[src/rtl/seg_ea_pkg.sv]
package seg_ea_pkg;
  parameter int AW      = 32;
  parameter int SEG_W   = 16;
  parameter int LIM_W   = 20;
  parameter int GRAN_SH = 12;
  parameter int SC_W    = 2;
  parameter int SZ_W    = 2;
  localparam int SEG_SH   = 4;
  localparam int REAL_OW  = SEG_W;
  localparam int NSCALE   = 1 << SC_W;
  localparam logic [AW:0] REAL_LIMIT = {{(AW+1-REAL_OW){1'b0}}, {REAL_OW{1'b1}}};

  function automatic logic [AW-1:0] seg_to_linear(input logic [SEG_W-1:0] seg,
                                                  input logic [AW-1:0] ofs);
    logic [AW-1:0] shifted;
    logic [AW-1:0] low;
    shifted = AW'({seg, {SEG_SH{1'b0}}});
    low     = AW'(ofs[REAL_OW-1:0]);
    return shifted + low;
  endfunction

  function automatic logic [AW:0] span_end(input logic [AW-1:0] ofs,
                                           input logic [SZ_W-1:0] sz);
    return {1'b0, ofs} + (AW+1)'(sz);
  endfunction

  function automatic logic [AW:0] gran_limit(input logic [LIM_W-1:0] lim,
                                             input logic gran);
    logic [AW-1:0] eff;
    if (gran) eff = AW'({lim, {GRAN_SH{1'b1}}});
    else      eff = AW'(lim);
    return {1'b0, eff};
  endfunction
endpackage

[src/rtl/ea_offset_unit.sv]
module ea_offset_unit
  import seg_ea_pkg::*;
(
  input  logic            base_en,
  input  logic [AW-1:0]   base_val,
  input  logic            index_en,
  input  logic [AW-1:0]   index_val,
  input  logic [SC_W-1:0] scale_code,
  input  logic [AW-1:0]   disp,
  input  logic [SZ_W-1:0] acc_size,
  output logic [AW-1:0]   ofs,
  output logic [AW:0]     last_byte
);
  logic [AW-1:0] cand [NSCALE];
  logic [AW-1:0] idx_term;
  logic [AW-1:0] base_term;

  for (genvar k = 0; k < NSCALE; k++) begin : g_scale
    assign cand[k] = index_val << k;
  end

  always_comb begin
    idx_term  = index_en ? cand[scale_code] : '0;
    base_term = base_en ? base_val : '0;
    ofs       = base_term + idx_term + disp;
    last_byte = span_end(ofs, acc_size);
  end
endmodule

[src/rtl/ea_relocate.sv]
module ea_relocate
  import seg_ea_pkg::*;
(
  input  logic             prot_mode,
  input  logic [SEG_W-1:0] rseg,
  input  logic [AW-1:0]    dsc_base,
  input  logic [AW-1:0]    ofs,
  output logic [AW-1:0]    linear
);
  logic [AW-1:0] real_lin;
  logic [AW-1:0] prot_lin;

  assign real_lin = seg_to_linear(rseg, ofs);
  assign prot_lin = dsc_base + ofs;
  assign linear   = prot_mode ? prot_lin : real_lin;
endmodule

[src/rtl/ea_limit_unit.sv]
module ea_limit_unit
  import seg_ea_pkg::*;
(
  input  logic             prot_mode,
  input  logic [LIM_W-1:0] dsc_limit,
  input  logic             dsc_gran,
  input  logic             dsc_present,
  input  logic [AW:0]      last_byte,
  output logic [AW:0]      lim_eff,
  output logic             over_limit,
  output logic             not_present
);
  assign lim_eff     = prot_mode ? gran_limit(dsc_limit, dsc_gran) : REAL_LIMIT;
  assign over_limit  = last_byte > lim_eff;
  assign not_present = prot_mode & ~dsc_present;
endmodule

[src/rtl/seg_ea_gen.sv]
module seg_ea_gen
  import seg_ea_pkg::*;
(
  input  logic             clk,
  input  logic             rst_n,
  input  logic             req_valid,
  input  logic             base_en,
  input  logic [AW-1:0]    base_val,
  input  logic             index_en,
  input  logic [AW-1:0]    index_val,
  input  logic [SC_W-1:0]  scale_code,
  input  logic [AW-1:0]    disp,
  input  logic [SZ_W-1:0]  acc_size,
  input  logic             prot_mode,
  input  logic [SEG_W-1:0] rseg,
  input  logic [AW-1:0]    dsc_base,
  input  logic [LIM_W-1:0] dsc_limit,
  input  logic             dsc_gran,
  input  logic             dsc_present,
  output logic [AW-1:0]    rsp_linear,
  output logic [AW-1:0]    rsp_offset,
  output logic             rsp_valid,
  output logic             rsp_gp_limit,
  output logic             rsp_gp_absent
);
  logic [AW-1:0] ofs_w;
  logic [AW:0]   end_w;
  logic [AW:0]   lim_w;
  logic [AW-1:0] lin_w;
  logic          lim_fault_w;
  logic          abs_fault_w;

  ea_offset_unit u_ofs (
    .base_en(base_en), .base_val(base_val), .index_en(index_en),
    .index_val(index_val), .scale_code(scale_code), .disp(disp),
    .acc_size(acc_size), .ofs(ofs_w), .last_byte(end_w)
  );

  ea_relocate u_rel (
    .prot_mode(prot_mode), .rseg(rseg), .dsc_base(dsc_base),
    .ofs(ofs_w), .linear(lin_w)
  );

  ea_limit_unit u_lim (
    .prot_mode(prot_mode), .dsc_limit(dsc_limit), .dsc_gran(dsc_gran),
    .dsc_present(dsc_present), .last_byte(end_w), .lim_eff(lim_w),
    .over_limit(lim_fault_w), .not_present(abs_fault_w)
  );

  always_ff @(posedge clk or negedge rst_n) begin
    if (!rst_n) begin
      rsp_linear    <= '0;
      rsp_offset    <= '0;
      rsp_valid     <= 1'b0;
      rsp_gp_limit  <= 1'b0;
      rsp_gp_absent <= 1'b0;
    end else begin
      rsp_valid     <= req_valid & ~lim_fault_w & ~abs_fault_w;
      rsp_gp_limit  <= req_valid & lim_fault_w;
      rsp_gp_absent <= req_valid & abs_fault_w;
      if (req_valid) begin
        rsp_linear <= lin_w;
        rsp_offset <= ofs_w;
      end
    end
  end
endmodule

[config.mk]
export PLATFORM = sky130hd
export DESIGN_NAME = seg_ea_gen
export DESIGN_NICKNAME = d
export VERILOG_FILES = /design/src/rtl/seg_ea_pkg.sv /design/src/rtl/ea_offset_unit.sv /design/src/rtl/ea_relocate.sv /design/src/rtl/ea_limit_unit.sv /design/src/rtl/seg_ea_gen.sv
export SDC_FILE = /design/constraint.sdc
export NUM_CORES = 1
export LEC_CHECK = 0
export ABC_AREA = 1
export BUFFER_PORTS_ARGS = -buffer_cell sky130_fd_sc_hd__buf_2
export CORE_MARGIN = 5
export CORE_UTILIZATION = 25
export DETAILED_ROUTE_END_ITERATION = 8
export RECOVER_POWER = 50
export SLEW_MARGIN = 10
export SYNTH_ARGS = -nofsm -noshare
export SYNTH_HDL_FRONTEND = slang
export SYNTH_HIERARCHICAL = 1
export SYNTH_SLANG_ARGS = --single-unit
[constraint.sdc]
create_clock -name clk -period 1.6 [get_ports clk]
set_input_delay 0.48 -clock clk [delete_from_list [all_inputs] [get_ports clk]]
set_output_delay 0.48 -clock clk [all_outputs]
set_load 0.03 [all_outputs]
Yosys cells after proc, flatten, opt, wreduce, memory -nomap -nowiden
Cells that the tools add are included.

Flip-flop bits (word level): 67. Input bits: 176. Word-level logic and storage cells: 29.

Add/sub/neg operators: 5. $lt $le $gt $ge: 2. Multiplexer cells: 8. Bitwise gates (word level): 9.

Operator list (count): two-way mux 32 bit (7); adder 32 bit (3); binary-select mux 32 bit (select 2 bit) (1); adder 32 x 2 -> 33 bit (1); greater-than comparator 33 bit (1); adder 20 x 16 -> 21 bit (1); AND 1 bit (5); >= comparator 3 bit, second input constant (1); inverter 1 bit (3); inverter 2 -> 3 bit (1).

Logic depth before layout (Yosys ltp)
Gate-level depths: netlist of the first run.

Depth in word-level cells: 12. Depth in mapped cells: 39.

Hierarchy
Netlist of the first run, hierarchy kept.

Modules (own cells, without submodules): ea_offset_unit (instances 1, cells an instance 960, area an instance 5208.7 um2); ea_relocate (instances 1, cells an instance 712, area an instance 3528.4 um2); seg_ea_gen (instances 1, cells an instance 281, area an instance 2541.2 um2); ea_limit_unit (instances 1, cells an instance 217, area an instance 1234.9 um2).

Worst setup path after synthesis of the first run
Ideal clock, no wire load.

Kind: input -> register. Start: input port scale_code[0]. End: register rsp_valid. Setup time: 0.120 ns. Arrival time: 5.244 ns. Data required time: 1.480 ns. Setup slack: -3.764 ns. Stages on the path: 32. Buffers on the path: 3. Path through: clkbuf_1 -> buf_1 -> buf_2 -> nand2_1 -> nand2_1 -> nand2_1 -> fa_1 -> inv_1 -> ha_1 -> fa_1 -> o21ai_0 -> nor2_1 -> nand3_1 -> nor2_2 -> nand3_1 -> nor2_4 -> nand2_4 -> nor2_8 -> nand2_1 -> xor2_1 -> ha_1 -> nand2_2 -> nor2_4 -> nand2_1 -> nor2_2 -> nand3_2 -> nand2_1 -> nor2_1 -> a21oi_1 -> inv_1 -> nand2_1 -> nor2_1.

Longest elaborated chain between the ends: 12.

RTL lines: from (decl) (line seg_ea_gen.sv:11) `input logic [SC_W-1:0] scale_code,`; inverter 2 -> 3 bit (not written as such) (line ea_offset_unit.sv:23) `idx_term = index_en ? cand[scale_code] : '0;`; binary-select mux 32 bit (select 2 bit) (line ea_offset_unit.sv:23); two-way mux 32 bit (not written as such) (2 in a row) (line ea_offset_unit.sv:23); two-way mux 32 bit (line ea_offset_unit.sv:23); adder 32 bit (2 in a row) (line ea_offset_unit.sv:25) `ofs = base_term + idx_term + disp;`; named net ofs_w[2] (line seg_ea_gen.sv:26) `logic [AW-1:0] ofs_w;`; adder 32 x 2 -> 33 bit (line seg_ea_pkg.sv:24) `return {1'b0, ofs} + (AW+1)'(sz);`; named net end_w[23] (line seg_ea_gen.sv:27) `logic [AW:0] end_w;`; greater-than comparator 33 bit (line ea_limit_unit.sv:14) `assign over_limit = last_byte > lim_eff;`; named net lim_fault_w (line seg_ea_gen.sv:30) `logic lim_fault_w;`; inverter 1 bit (line seg_ea_gen.sv:58) `rsp_valid <= req_valid & ~lim_fault_w & ~abs_fault_w;`; AND 1 bit (2 in a row) (line seg_ea_gen.sv:58); to (signal assigned) (line seg_ea_gen.sv:58); to (decl) (line seg_ea_gen.sv:22) `output logic rsp_valid,`.

The timed path passes the listed nets, and every way through them passes these cells. The select of a mux whose other input is x is not followed. A chain may end at the register's enable or synchronous reset.

Worst setup path after layout of the first run
Start: input port scale_code[1]. End: register rsp_valid.

Same word-level chain as after synthesis.

==> results of run 1 <==
-- critical path, delay by kind of cell --
kind	cells	cell delay [ps]
AOI/OAI and AO/OA	2	290
buffers and inverters	6	730
adders and majority gates	3	1240
and+or+nand+nor	21	1950
-- sequential cells by signal, indices dropped and copies added (netlist names) --
signal	count
rsp_gp_absent	1
rsp_gp_limit	1
rsp_linear	32
rsp_offset	32
rsp_valid	1
-- power by group through the flow --
stage / Sequential (mW) / Combinational [mW] / Clock (mW)
after floorplan: 3.71 / 9.73 / 0
after global placement: 2.62 / 17.5 / 0
after detailed placement: 2.63 / 17.6 / 0
after CTS: 2.60 / 19.6 / 2.20
after global routing: 2.66 / 23.4 / 2.25
final: 2.60 / 21.5 / 2.14
-- final cells by class --
cell class,count,area [sq um]
Antenna cell,7,17.5
Inverter,397,1530
Clock buffer,11,243
Multi-Input combinational cell,1649,11700
Sequential cell,67,1680
Fill cell,5169,28700
Tap cell,664,831
Timing Repair Buffer,572,4220
Timing Repair inverter,1,7.51
Clock inverter,5,61.3
-- what timing repair did --
item | CTS | global route
endpoints found under the setup margin | 66 | 66
cloned | 3 | 2
pin swaps | 119 | 105
hold buffers | 0 | 0
gates resized for setup | 293 | 269
setup buffers | 32 | 28
-- cell usage in the layout (no fill, tap or decap), types with 6 or more instances in the layout --
master       n
o22ai_2     19
mux2i_2     10
nor3_2       6
buf_12      15
o21ai_1     18
nand3_2     31
buf_6       55
nor2_2      55
dfrtp_1     67
o21ai_0     12
a21oi_2     28
ha_1        47
inv_2       74
ha_4        59
o22ai_1      9
clkbuf_16   11
mux2i_4     13
nand2_1    694
inv_4        9
a21oi_1     44
fa_1        30
xor2_1      20
nand4_1     27
nand2_2    155
nand3b_1     8
buf_4      252
buf_2      239
nor2_4      51
diode_2      7
inv_1      310
nor2_1      93
nand2_4     57
a21o_1       7
o21ai_2      7
nand3_1     82
-- per-layer routing --
metal | vias to the layer above | track usage (%)
met5 | - | 0
met4 | 8 | 4.76
met3 | 80 | 2.65
met2 | 427 | 30.1
met1 | 6806 | 23.1
li1 | 7715 | -
-- per-stage QoR --
stage	util, %	TNS, ps	total power, mW
final	41.4	-119710	26.3
after global routing	41.4	-130650	28.4
after CTS	38.9	-115350	24.4
after detailed placement	35.1	-154980	20.2
after global placement	35.1	-153680	20.1
after floorplan	-	-110630	13.4
-- worst paths after layout --
kind                       slack [ps]  depth (start not counted)             end      startpoint
max reg2reg                       900                          2  rsp_offset[28]  rsp_offset[28]
min reg2reg                       460                          2  rsp_linear[15]  rsp_linear[15]
min                               410                          2  rsp_linear[14]           rst_n
min in group clk                  450                          3       rsp_valid     dsc_present
max                             -2860                         32       rsp_valid   scale_code[1]
max in group asynchronous         550                          2  rsp_offset[30]           rst_n
==> results.py, run 1 <==
metrics = {
    "clock_tree": {
        "clock_latency_ps": 340,
        "cts_buffers": 9,
        "clk_pin_slew_ps": 70,
        "htree_levels": 3,
        "cts_tree": "yes",
        "cts_sinks": 67,
        "root_buffer": "clkbuf_16",
        "clk_path_buf_depth": 2,
    },
    "setup_path": {
        "cpMostUsedCell": "nand2_1",
        "critPathLaunchType": "input port",
        "endpoint_kind": "register",
        "arrival_ps": 4690,
        "crit_type": "in2reg",
        "slowest_stage": "fa_2",
        "max_stage_delay_ps": 500,
        "crit_required_ps": 1830,
        "path_max_fanout": 6,
    },
    "power_and_ir_drop": {
        "peakVddDrop_mv": 0.606,
        "p_sw_mw": 13.6,
        "p_sw_share_pct": 51.8,
        "clock_power_share_pct": 8.1,
        "p_leak_nw": 11.0,
        "p_per_area_nw_per_um2": 1290,
        "comb_power_share_pct": 82.0,
        "p_int_mw": 12.7,
        "p_seq_share_pct": 9.9,
    },
    "logic_synthesis": {
        "netlist_instances": 2148,
        "synth_area_sq_um": 12400,
        "synthesis.nets": 2466,
        "avgSynthCellArea_sq_um": 5.79,
        "ys_warn_count": 6,
    },
    "die": {
        "rows": 81,
        "die_x_microns": 233,
        "die_h_microns": 233,
        "initial_core_util_pct": 25.3,
        "coreArea_sq_um": 49100,
        "die_area_sq_um": 54300,
        "io_pins": 243,
    },
    "drt": {
        "wl_per_cell_microns": 14.9,
        "highest_layer": "met5",
        "firstDrtPassIters": 6,
        "wirelength_met1_microns": 22000,
        "ant_nets": 0,
        "routed_via_density": 4.46,
        "drtIter0Drc": 982,
        "wl_met3_microns": 3170,
        "wl_met2_microns": 23500,
        "routed_wl_microns": 50100,
        "drc": 0,
        "vias": 15036,
    },
    "placement": {
        "dp_hpwl_microns": 40700,
        "dp_slack_ps": -3490,
        "dp_cells": 3288,
        "place_area_sq_um": 17200,
        "port_buffers": 242,
        "gp_congestion": 0.937,
    },
    "global_route": {
        "antenna_found_initial": 11,
        "grt_pass1_wl_microns": 76100,
        "gr-total-overflow": 0,
        "grt_usage_pct": 17.6,
        "grt_max_degree": 68,
        "grt_pass1_vias": 14699,
    },
    "worst_hold_path": {
        "hold_path_class": "in2async",
    },
    "layout": {
        "final_cells": 3373,
        "syn2layout_area_growth_pct": 63.5,
        "drive_gt1_share_pct": 44.7,
        "nNetsFinal": 3015,
        "stdcell_area_sq_um": 20300,
    },
    "timing": {
        "layout_min_cycle_time_ps": 4460,
        "max_slew_margin_pct": 33.8,
        "hold_viol": 0,
        "post-route-period-util_pct": 279,
        "rsz0062_at_grt": "yes",
        "clock_skew_ps": 0,
        "clock.fmax_mhz": 224,
        "maxSlewViolCount": 0,
        "tightest_slew_ps": 993,
        "setup_violations": 66,
        "worst_slack_ps": -2860,
        "whs_ps": 413,
    },
    "run": {
        "maxCapViolations": 0,
    },
    "status": {
        "violations": "setup timing",
        "status": "finished, violations left",
    },
}
Power figures use the tool's default switching activity.
==> run 2, diff against run 1 <==
--- a/config.mk
+++ b/config.mk
@@ -5,7 +5,6 @@
 export SDC_FILE = /design/constraint.sdc
 export NUM_CORES = 1
 export LEC_CHECK = 0
-export ABC_AREA = 1
 export BUFFER_PORTS_ARGS = -buffer_cell sky130_fd_sc_hd__buf_2
 export CORE_MARGIN = 5
 export CORE_UTILIZATION = 25
==> run 2 against run 1 <==
Largest power group unchanged. Clock power down 11%. Cell count down 32%. Setup slack worse by 1200 ps. Highest routed layer unchanged. The flow still finishes with violations (setup timing).
==> results.py, run 2 <==
metrics = {
    "status": {
        "status": "finished, violations left",
        "violations": "setup timing",
    },
    "layout": {
        "reg_top3": "rsp_linear: 32 flops, rsp_offset: 32 flops",
        "drive_gt1_share_pct": 58.7,
        "stdcell_area_sq_um": 18000,
        "final_common_cell": "buf_4",
        "most-common-layout-cells": "buf_4 (304), buf_2 (238), nand2_1 (90)",
        "syn2layout_area_growth_pct": 73.0,
        "n_antenna_cell": 0,
        "finish.utilization_pct": 43.9,
        "nNetsFinal": 2076,
    },
    "global_route": {
        "antenna_found_initial": 1,
        "grt_pass1_vias": 11742,
        "use_met3_pct": 2.40,
        "grt_use_met1_pct": 22.1,
        "grt_pass1_wl_microns": 62800,
        "use_met2_pct": 29.0,
        "grt_max_degree": 68,
        "top_usage_layer": "met2",
        "gr-total-overflow": 0,
        "grt_usage_pct": 16.8,
    },
    "logic_synthesis": {
        "avgSynthCellArea_sq_um": 9.05,
        "ys_warn_count": 6,
        "synthesis.nets": 1467,
        "synth_area_sq_um": 10400,
        "netlist_instances": 1149,
    },
    "power_and_ir_drop": {
        "peakVddDrop_mv": 0.590,
        "p_per_area_nw_per_um2": 1520,
        "p_leak_nw": 8.27,
    },
    "die": {
        "coreArea_sq_um": 41000,
        "die_x_microns": 214,
        "io_pins": 243,
        "rows": 74,
        "initial_core_util_pct": 25.4,
        "die_area_sq_um": 45800,
        "die_h_microns": 214,
    },
    "timing": {
        "setup_violations": 66,
        "hold_viol": 0,
        "layout_min_cycle_time_ps": 5650,
        "tightest_slew_ps": 960,
        "clock.fmax_mhz": 177,
        "post-route-period-util_pct": 353,
        "clock_skew_ps": 0,
        "maxSlewViolCount": 0,
        "rsz0062_at_grt": "yes",
        "tns_ps": -158110,
        "max_slew_margin_pct": 36.0,
        "worst_slack_ps": -4050,
    },
    "setup_path": {
        "timing.reg2reg.setup_slack_ps": 800,
        "crit_required_ps": 1880,
        "cp_num_buf_inv": 5,
        "slowest_stage": "fa_2",
        "endpoint_kind": "register",
        "cp_top_family": "simple AND/OR/NAND/NOR gates",
        "crit_type": "in2reg",
        "arrival_ps": 5940,
        "critPathLaunchType": "input port",
        "path_max_fanout": 5,
        "max_stage_delay_ps": 480,
    },
    "clock_tree": {
        "htree_levels": 3,
        "cts_hold_buf": 0,
        "clock_latency_ps": 350,
        "clk_path_buf_depth": 2,
        "root_buffer": "clkbuf_16",
        "cts_tree": "yes",
        "cts_sinks": 67,
        "clk_pin_slew_ps": 60,
        "cts_buffers": 9,
    },
    "run": {
        "maxCapViolations": 0,
    },
    "drt": {
        "routed_via_density": 4.86,
        "vias": 11156,
        "routed_wl_microns": 40600,
        "wl_per_cell_microns": 17.7,
        "ant_nets": 0,
        "firstDrtPassIters": 4,
        "drtIter0Drc": 541,
        "drc": 0,
    },
    "placement": {
        "dp_slack_ps": -4680,
        "dp_hpwl_microns": 32900,
        "place_area_sq_um": 15200,
        "port_buffers": 242,
        "gp_congestion": 0.898,
    },
    "worst_hold_path": {
        "hold_path_class": "in2async",
    },
}
-- run 2: layout make-up --
type | instances | area (sq um)
fillers | 3913 | 23000
multi-input cells | 999 | 10500
repair buffers | 643 | 4750
flip-flops and latches | 67 | 1680
well taps | 532 | 666
clock buffers | 9 | 225
inverters | 38 | 160
clock inverters | 7 | 52.6
-- run 2: through the flow --
| stage | hold WS (ps) | power (mW) | std cells |
|---|---|---|---|
| 6_report | 401 | 27.4 | 2295 |
| 3_3_place_gp | 465 | 20.5 | 2197 |
| 2_1_floorplan | 184 | 13.9 | 1149 |
| 4_1_cts | 161 | 25.6 | 2253 |
| 3_5_place_dp | 473 | 20.8 | 2197 |
| 5_1_grt | 501 | 29.2 | 2295 |
-- run 2: what timing repair did --
| item | CTS | global route |
|---|---|---|
| resized for setup | 266 | 135 |
| pin swaps | 95 | 119 |
| setup endpoints to repair | 66 | 66 |
| gates cloned | 2 | 0 |
| buffers inserted | 42 | 57 |
-- run 2: layer usage --
metal | wire length [microns] | share of wire, %
met3 | 1820 | 4.5
met4 | 991 | 2.4
met1 | 18300 | 45
met5 | 13 | 0.032
met2 | 19500 | 48
-- run 2: path summary, 6_finish.rpt --
kind / cells after the start / end / start
max in group asynchronous: 2 / rsp_offset[25] / rst_n
hold reg to reg: 1 / rsp_linear[19] / rsp_linear[19]
setup / recovery: 26 / rsp_gp_limit / scale_code[1]
setup reg to reg: 1 / rsp_linear[20] / rsp_linear[20]
min in group clk: 1 / rsp_linear[19] / rsp_linear[19]
hold / removal: 2 / rsp_offset[8] / rst_n
-- run 2: power breakdown --
| part | leakage, nW | internal, mW | switching (mW) | total (mW) |
|---|---|---|---|---|
| sequential | 0.801 | 2.48 | 0.433 | 2.91 |
| combinational | 7.33 | 11.3 | 11.2 | 22.5 |
| clock | 0.136 | 1.06 | 0.849 | 1.91 |
==> run 3, diff against run 2 <==
--- a/config.mk
+++ b/config.mk
@@ -6,6 +6,7 @@
 export NUM_CORES = 1
 export LEC_CHECK = 0
 export BUFFER_PORTS_ARGS = -buffer_cell sky130_fd_sc_hd__buf_2
+export CORE_ASPECT_RATIO = 0.6
 export CORE_MARGIN = 5
 export CORE_UTILIZATION = 25
 export DETAILED_ROUTE_END_ITERATION = 8
==> constraint.sdc (replaced) <==
create_clock -name clk -period 1.6 [get_ports clk]
set_input_delay 0.08 -clock clk [delete_from_list [all_inputs] [get_ports clk]]
set_output_delay 0.08 -clock clk [all_outputs]
set_load 0.03 [all_outputs]
==> run 3 against run 2 <==
The flow still finishes with violations (setup timing). Die area is 0.29% higher. Register-to-register slack worse by 30 ps. Critical path depth is 3 lower. Clock skew stayed put. Via count is 0.40% lower. First-iteration DRC count is 11% higher. Clock power hardly changed. Sequential power hardly changed. Routed wire length is 4.4% higher. Cell area is 1.7% lower. Critical endpoint unchanged. Highest routed layer unchanged.
==> results.py, run 3 (synthesis gave the netlist of run 2 again) <==
metrics = {
    "status": {
        "status": "finished, violations left",
        "violations": "setup timing",
    },
    "placement": {
        "dp_hpwl_microns": 34300,
        "dp_cells": 2226,
        "port_buffers": 242,
        "gp_congestion": 0.892,
    },
    "layout": {
        "reg_top3": "rsp_linear: 32 flops, rsp_offset: 32 flops",
        "drive_gt1_share_pct": 58.2,
        "syn2layout_area_growth_pct": 70.2,
        "most-common-layout-cells": "buf_4 (295), buf_2 (235), nand2_1 (88)",
        "nNetsFinal": 2051,
        "final_cells": 2303,
        "final_common_cell": "buf_4",
    },
    "power_and_ir_drop": {
        "p_leak_nw": 8.17,
        "p_per_area_nw_per_um2": 1510,
        "peakVddDrop_mv": 0.619,
    },
    "global_route": {
        "grt_max_degree": 41,
        "grt_usage_pct": 17.9,
        "top_usage_layer": "met2",
        "antenna_found_initial": 14,
        "use_met2_pct": 28.7,
        "grt_use_met1_pct": 24.4,
        "grt_pass1_wl_microns": 65200,
        "gr-total-overflow": 0,
        "use_met3_pct": 4.25,
        "grt_pass1_vias": 11681,
    },
    "drt": {
        "drc": 0,
        "vias": 11111,
        "ant_nets": 0,
        "wl_per_cell_microns": 18.4,
        "drtIter0Drc": 599,
        "routed_wl_microns": 42400,
        "routed_via_density": 4.82,
        "firstDrtPassIters": 6,
    },
    "clock_tree": {
        "clk_path_buf_depth": 2,
        "clk_pin_slew_ps": 60,
        "cts_tree": "yes",
        "clock_latency_ps": 360,
        "htree_levels": 3,
        "cts_buffers": 9,
        "root_buffer": "clkbuf_16",
        "cts_sinks": 67,
    },
    "timing": {
        "rsz0062_at_grt": "yes",
        "whs_ps": 52.2,
        "worst_slack_ps": -3740,
        "clock_skew_ps": 0,
        "layout_min_cycle_time_ps": 5340,
        "max_slew_margin_pct": 34.0,
        "tightest_slew_ps": 990,
        "tns_ps": -133400,
        "hold_viol": 0,
        "clock.fmax_mhz": 187,
        "post-route-period-util_pct": 334,
        "setup_violations": 64,
        "maxSlewViolCount": 0,
    },
    "die": {
        "die_x_microns": 273,
        "coreArea_sq_um": 40800,
        "io_pins": 243,
        "die_h_microns": 168,
        "initial_core_util_pct": 25.5,
        "die_area_sq_um": 45900,
        "rows": 57,
    },
    "setup_path": {
        "critPathLaunchType": "input port",
        "crit_type": "in2reg",
        "path_max_fanout": 8,
        "crit_required_ps": 1900,
        "arrival_ps": 5640,
        "endpoint_kind": "register",
    },
    "run": {
        "maxCapViolations": 0,
    },
    "worst_hold_path": {
        "hold_path_class": "in2reg",
    },
}
[run 3: cell types whose count changed in the layout (fill, tap and decap cells not counted), sizes merged]
| cell | before | now |
|---|---|---|
| inv | 39 | 37 |
| diode | 0 | 7 |
| clkbuf | 10 | 16 |
| dlygate4sd3 | 0 | 1 |
| clkinvlp | 1 | 0 |
| buf | 642 | 612 |
| clkinv | 5 | 4 |
[run 3: metal layers]
| metal | routed length [microns] | part of all wire, % |
|---|---|---|
| met3 | 2140 | 5.0 |
| met1 | 19700 | 47 |
| met2 | 19500 | 46 |
| met4 | 972 | 2.3 |
| met5 | 76 | 0.18 |
[run 3: worst paths after layout]
path / from / slack (ps) / end / depth (start not counted)
min in group asynchronous: rst_n / 420 / rsp_linear[14] / 2
max in group asynchronous: rst_n / 100 / rsp_offset[24] / 3
setup reg to reg: rsp_linear[30] / 770 / rsp_linear[30] / 1
hold reg to reg: rsp_linear[21] / 490 / rsp_linear[21] / 1
hold / removal: dsc_present / 50 / rsp_valid / 3
setup / recovery: scale_code[0] / -3740 / rsp_gp_limit / 23
[run 3: repair_timing]
action                                  in CTS  in global routing
pin swaps                                  100                 75
endpoints found under the setup margin      64                 64
gates resized for setup                    280                 94
hold buffers                                 1                  0
hold endpoints to repair                    13                  0
buffers inserted                            33                 29
[run 3: layout make-up]
| cell class | count | area, sq um |
|---|---|---|
| repair buffers | 618 | 4430 |
| clock inverters | 3 | 15.0 |
| inverters | 38 | 153 |
| well taps | 560 | 701 |
| clock buffers | 11 | 253 |
| multi-input cells | 999 | 10500 |
| fillers | 3984 | 23100 |
| diodes | 7 | 17.5 |
| flip-flops and latches | 67 | 1680 |
[run 3: where the power goes]
group	switching [mW]	total [mW]	leakage, nW	internal (mW)
clock	0.798	1.90	0.137	1.11
combinational	11.0	21.9	7.24	10.9
sequential	0.459	2.94	0.801	2.48
[run 3: through the flow]
stage	instance area (sq um)	setup slack, ps	total power, mW	utilization (%)
3_3_place_gp	15200	-4380	20.7	37.4
6_report	17700	-3740	26.8	43.4
4_1_cts	17100	-3660	25.6	41.9
2_1_floorplan	11200	-4080	13.9	-
3_5_place_dp	15200	-4450	21.0	37.4
5_1_grt	17700	-3970	28.7	43.4
[run 3: critical path, cell delays in order]
cell	delay (ps)
buf_12	90
buf_12	130
mux4_2	490
and2_4	180
fa_1	490
ha_4	360
buf_4	130
and4_1	270
o211a_1	200
a22oi_2	100
o31ai_4	290
xor2_2	220
inv_1	130
nor4_4	330
nand4_1	190
xor2_1	200
ha_1	360
nand4b_4	110
or4_4	510
or3_1	330
a31oi_1	160
o21bai_4	150
and2_1	130
